==> config.mk <==
export PLATFORM = sky130hd
export DESIGN_NAME = trigger_select
export DESIGN_NICKNAME = d
export VERILOG_FILES = /design/src/rtl/trg_pkg.sv /design/src/rtl/trg_level_cross.sv /design/src/rtl/trg_ext_edge.sv /design/src/rtl/trigger_select.sv
export SDC_FILE = /design/constraint.sdc
export NUM_CORES = 1
export LEC_CHECK = 0
export BUFFER_PORTS_ARGS = -buffer_cell sky130_fd_sc_hd__buf_4
export CAP_MARGIN = 20
export CORE_MARGIN = 2
export CORE_UTILIZATION = 30
export CTS_BUF_LIST = sky130_fd_sc_hd__clkbuf_2
export DETAILED_ROUTE_END_ITERATION = 8
export GPL_ROUTABILITY_DRIVEN = 0
export HOLD_SLACK_MARGIN = 0.12
export MAX_ROUTING_LAYER = met4
export PLACE_DENSITY_LB_ADDON = 0.25
export SYNTH_ARGS = -nofsm -noshare
export SYNTH_HDL_FRONTEND = slang
export SYNTH_HIERARCHICAL = 1
export SYNTH_SLANG_ARGS = --single-unit
==> constraint.sdc <==
create_clock -name clk -period 4.7 [get_ports clk]
set_clock_uncertainty 0.2 [all_clocks]
set_input_delay 0.235 -clock clk [delete_from_list [all_inputs] [get_ports clk]]
set_output_delay 0.235 -clock clk [all_outputs]
set_load 0.01 [all_outputs]
==> src/rtl/trg_pkg.sv <==
package trg_pkg;
  localparam int unsigned SRC_W = 3;
  localparam int unsigned N_CH  = 2;
  localparam int unsigned N_EXT = 2;

  typedef enum logic [SRC_W-1:0] {
    SRC_OFF  = 3'd0,
    SRC_NOW  = 3'd1,
    SRC_A_UP = 3'd2,
    SRC_A_DN = 3'd3,
    SRC_B_UP = 3'd4,
    SRC_B_DN = 3'd5,
    SRC_X0   = 3'd6,
    SRC_X1   = 3'd7
  } trg_src_e;
endpackage

==> src/rtl/trg_level_cross.sv <==
module trg_level_cross #(
  parameter int DW = 14
) (
  input  logic          clk,
  input  logic          rst_n,
  input  logic          valid,
  input  logic [DW-1:0] sample,
  input  logic [DW-1:0] thr,
  input  logic [DW-1:0] hyst,
  output logic          up_hit,
  output logic          dn_hit
);
  localparam int EW = DW + 2;

  logic signed [EW-1:0] s_x, t_x, h_x, lo_x, hi_x;
  logic up_rel, dn_rel;

  always_comb begin
    s_x  = $signed({{2{sample[DW-1]}}, sample});
    t_x  = $signed({{2{thr[DW-1]}}, thr});
    h_x  = $signed({2'b00, hyst});
    lo_x = t_x - h_x;
    hi_x = t_x + h_x;
  end

  assign up_hit = valid && up_rel && (s_x >= t_x);
  assign dn_hit = valid && dn_rel && (s_x <= t_x);

  always_ff @(posedge clk) begin
    if (!rst_n) begin
      up_rel <= 1'b0;
      dn_rel <= 1'b0;
    end else if (valid) begin
      up_rel <= (s_x < lo_x) || (up_rel && !(s_x >= t_x));
      dn_rel <= (s_x > hi_x) || (dn_rel && !(s_x <= t_x));
    end
  end
endmodule

==> src/rtl/trg_ext_edge.sv <==
module trg_ext_edge #(
  parameter int N    = 2,
  parameter int SYNC = 2
) (
  input  logic         clk,
  input  logic         rst_n,
  input  logic [N-1:0] ext,
  output logic [N-1:0] rise
);
  genvar g;
  generate
    for (g = 0; g < N; g++) begin : g_in
      logic [SYNC:0] sh;
      always_ff @(posedge clk) begin
        if (!rst_n) sh <= '0;
        else        sh <= {sh[SYNC-1:0], ext[g]};
      end
      assign rise[g] = sh[SYNC-1] && !sh[SYNC];
    end
  endgenerate
endmodule

==> src/rtl/trigger_select.sv <==
module trigger_select
  import trg_pkg::*;
#(
  parameter int DW = 14
) (
  input  logic          clk,
  input  logic          rst_n,
  input  logic          smp_valid,
  input  logic [DW-1:0] ch_a_smp,
  input  logic [DW-1:0] ch_b_smp,
  input  logic [1:0]    ext_trig_in,
  input  logic [2:0]    src_sel,
  input  logic [DW-1:0] thr_a,
  input  logic [DW-1:0] thr_b,
  input  logic [DW-1:0] hyst_a,
  input  logic [DW-1:0] hyst_b,
  output logic          trig_o
);
  logic [DW-1:0] smp_v  [N_CH];
  logic [DW-1:0] thr_v  [N_CH];
  logic [DW-1:0] hyst_v [N_CH];
  logic [N_CH-1:0]  up_hit, dn_hit;
  logic [N_EXT-1:0] ext_rise;
  trg_src_e src, src_prev;
  logic now_hit, sel_hit;

  assign smp_v[0]  = ch_a_smp;
  assign smp_v[1]  = ch_b_smp;
  assign thr_v[0]  = thr_a;
  assign thr_v[1]  = thr_b;
  assign hyst_v[0] = hyst_a;
  assign hyst_v[1] = hyst_b;

  genvar c;
  generate
    for (c = 0; c < N_CH; c++) begin : g_ch
      trg_level_cross #(.DW(DW)) u_cross (
        .clk    (clk),
        .rst_n  (rst_n),
        .valid  (smp_valid),
        .sample (smp_v[c]),
        .thr    (thr_v[c]),
        .hyst   (hyst_v[c]),
        .up_hit (up_hit[c]),
        .dn_hit (dn_hit[c])
      );
    end
  endgenerate

  trg_ext_edge #(.N(N_EXT), .SYNC(2)) u_ext (
    .clk   (clk),
    .rst_n (rst_n),
    .ext   (ext_trig_in),
    .rise  (ext_rise)
  );

  assign src     = trg_src_e'(src_sel);
  assign now_hit = (src == SRC_NOW) && (src_prev != SRC_NOW);

  always_comb begin
    unique case (src)
      SRC_OFF:  sel_hit = 1'b0;
      SRC_NOW:  sel_hit = now_hit;
      SRC_A_UP: sel_hit = up_hit[0];
      SRC_A_DN: sel_hit = dn_hit[0];
      SRC_B_UP: sel_hit = up_hit[1];
      SRC_B_DN: sel_hit = dn_hit[1];
      SRC_X0:   sel_hit = ext_rise[0];
      SRC_X1:   sel_hit = ext_rise[1];
      default:  sel_hit = 1'b0;
    endcase
  end

  always_ff @(posedge clk) begin
    if (!rst_n) begin
      src_prev <= SRC_OFF;
      trig_o   <= 1'b0;
    end else begin
      src_prev <= src;
      trig_o   <= sel_hit;
    end
  end
endmodule

==> impl_metrics.ini <==
[setup_path]
reg2reg_slack_ps = 3420
cpPeakStageDelay_ps = 540
cp.arrival_ps = 4350
reg2reg_depth = 5
cp_max_fo = 3
path_cells = buf_4, inv_1, ha_1, nand2b_1, a221o_1, a21oi_2, a2111oi_4, a21oi_1, a21oi_2, xnor2_1, ha_1, nand4_1, nor4_1, a21boi_1, a2111oi_0, mux2_2, nand4_1, dlygate4sd3_1, nand2_1
r2r-start = g_ch[0].u_cross/dn_rel$_SDFFE_PN0P_
crit_type = primary input to register
end_kind = register
required_ps = 4690
r2r-end = trig_o$_SDFF_PN0_
slowest_stage = dlygate4sd3_1
start_kind = primary input

[final_layout]
layout_commonest_cell = ha_1
final_cell_mix = 148 x ha_1, 96 x inv_1, 93 x buf_4, 67 x a21oi_1, 55 x nor2_1
syn_to_final_growth_pct = 20.44
drive_gt1_share_pct = 15.84
n_fill_cell = 1856
finalNetCount = 1028
final_cell_area_sq_um = 6384
utilization_pct = 36.91

[yosys]
synth_nets = 927
synth_top_area_share_pct = 34.94
syn_avg_cell_area_sq_um = 7.760
yosys-top-cells-area = ha_1 35%, xnor2_1 7.3%, inv_1 6.8%
ys_types = 59
syn-instance-count = 683
synth_ff_type = dfxtp_1
syn-cell-area_sq_um = 5300
ys_seq_elements = 14
ys_seq_area_share_pct = 5.288
yosysTopAreaCell = ha_1
async_flop_share_pct = 0
synth_edf_count = 0
ys.warnings.count = 6

[clocking]
htreeDepth = 1
clkSinkCount = 14
clk_pin_slew_worst_paths_ps = 140
tritoncts = built
cts_inserted_buffers = 3
clock-root-buffer = clkbuf_2
clk_latency_ps = 280
post_cts_buffers = 0
cts_buffer_depth = 2

[global_routing]
grt_start_max_net_pins = 17
grt_use_total_pct = 15.10
grt_pass1_vias = 4830
grt_pass1_wl_mm = 22.53
antenna_found_initial = 0
grt_overflow_total = 0

[sta]
post-route-period-util_pct = 92.63
finalHoldViolations = 0
rsz0062_at_grt = false
setup_violations = 0
finalCriticalPeriod_ps = 4354
tns_ps = 0
slew_viol_final = 0
hold_slack_ps = 250.1
worst_pin_slew_ps = 668.7
maxSlewHeadroom_pct = 55.01
timing.fmax_ghz = 0.2297

[drt]
dr.pass1.iters = 4
drtIter0Drc = 141
via_per_inst = 4.885
antenna_left = 0
via_count = 4929
routed_wirelength_mm = 13.51
route.detailed.drc = 0
wl_per_cell_um = 13.39

[outcome]
status = finished clean

[floorplan]
die_h_um = 136.9
die_w_um = 136.9
pin_count = 93
rows = 48
core_sq_um = 17300
die_area_sq_um = 18750
initial_core_util_pct = 30.64

[pwr]
power-per-cell-area_nw_per_um2 = 156.1
ir_worst_vdd_uv = 60.94
p_leak_nw = 3.219

[flow_run]
cap_violations = 0

[hold_path]
min_to = u_ext/g_in[1].sh[1]$_SDFF_PN0_
worstHoldPathCells = 1
hold_path_class = register to register
hp-start = u_ext/g_in[1].sh[0]$_SDFF_PN0_

[placed_design]
io_buffers = 92
dp_hpwl_mm = 12.04
placed_cell_area_sq_um = 6220
==> synthesized netlist by cell type, drive strengths merged, types with 7 or more instances <==
cell,instances
a211oi,8
a21o,16
a21oi,71
and2,13
buf,8
dfxtp,14
ha,148
inv,98
nand2,33
nand2b,10
nand3,8
nand4,14
nor2,55
nor2b,20
nor3,8
nor4,7
o21ai,16
o21bai,10
xnor2,44
xor2,10
==> cell type report <==
cell class | count | area [sq um] | area share (%)
diodes | 1 | 2.502 | 0.03920
repair buffers | 106 | 828.3 | 12.98
clock inverters | 1 | 3.754 | 0.05880
flip-flops and latches | 14 | 280.3 | 4.390
inverters | 98 | 367.9 | 5.762
clock buffers | 3 | 15.01 | 0.2352
well taps | 225 | 281.5 | 4.410
multi-input cells | 561 | 4604 | 72.13
==> state kept, by name, indices dropped and copies added (netlist names) <==
register / flops
g_ch.u_cross/dn_rel: 2
g_ch.u_cross/up_rel: 2
src_prev: 3
trig_o: 1
u_ext/g_in.sh: 6
==> stage by stage <==
step | setup WS, ps | cells | power [mW]
detailed placement | 504.9 | 991 | 0.9296
CTS | 269.4 | 1008 | 1.004
finish | 346.2 | 1009 | 0.9967
floorplan | 1084 | 683 | 0.6975
global placement | 540.4 | 991 | 0.9320
global route | 5.553 | 1008 | 1.118
==> repair_timing <==
action / in CTS / in global routing
hold endpoints to repair: 14 / 0
setup endpoints to repair: 0 / 1
hold buffers: 13 / 0
gates resized for setup: 0 / 1
==> per-layer routing <==
metal	global-route usage, %	share of wire (%)
met5	-	0
met3	1.333	3.7
met4	0.8018	0.29
met2	25.39	45
met1	20.71	51
==> worst max-delay path, delay by kind of cell <==
family,cells,cell delay [ps]
muxes,1,390
adders and majority gates,2,540
xor gates and xnor gates,1,180
AOI/OAI and AO/OA,7,1710
buffers and inverters,3,770
and+or+nand+nor,5,510
==> report_power, final <==
group          switching [mW]  leakage, nW  total [mW]  internal [mW]
clock                  0.0407       0.0140      0.0591         0.0185
combinational           0.430         3.09       0.807          0.377
sequential            0.00327        0.116       0.131          0.128
==> worst max path at each step <==
stage / start / to / slack, ps / depth (start not counted)
after global placement: thr_b[4] / g_ch[1].u_cross/dn_rel$_SDFFE_PN0P_ / 540 / 17
after global routing: thr_b[0] / g_ch[1].u_cross/dn_rel$_SDFFE_PN0P_ / 6 / 19
after floorplan: thr_a[0] / g_ch[0].u_cross/dn_rel$_SDFFE_PN0P_ / 1080 / 17
after CTS: thr_b[4] / g_ch[1].u_cross/dn_rel$_SDFFE_PN0P_ / 270 / 18
after detailed placement: thr_a[4] / g_ch[0].u_cross/dn_rel$_SDFFE_PN0P_ / 500 / 17
final: hyst_b[1] / g_ch[1].u_cross/dn_rel$_SDFFE_PN0P_ / 350 / 19
==> cell families (layout without fill, tap and decap cells) <==
kind of cell / after synthesis / count (layout) / synth area share [%]
and+or+nand+nor: 179 / 179 / 17.16
AOI/OAI and AO/OA: 172 / 172 / 23.30
adders and majority gates: 152 / 152 / 36.45
buffers and inverters: 108 / 208 / 8.074
xor gates and xnor gates: 54 / 54 / 8.923
DFF: 14 / 14 / 5.288
muxes: 4 / 4 / 0.8026
other: 0 / 1 / 0
(Power assumes the default switching activity.)
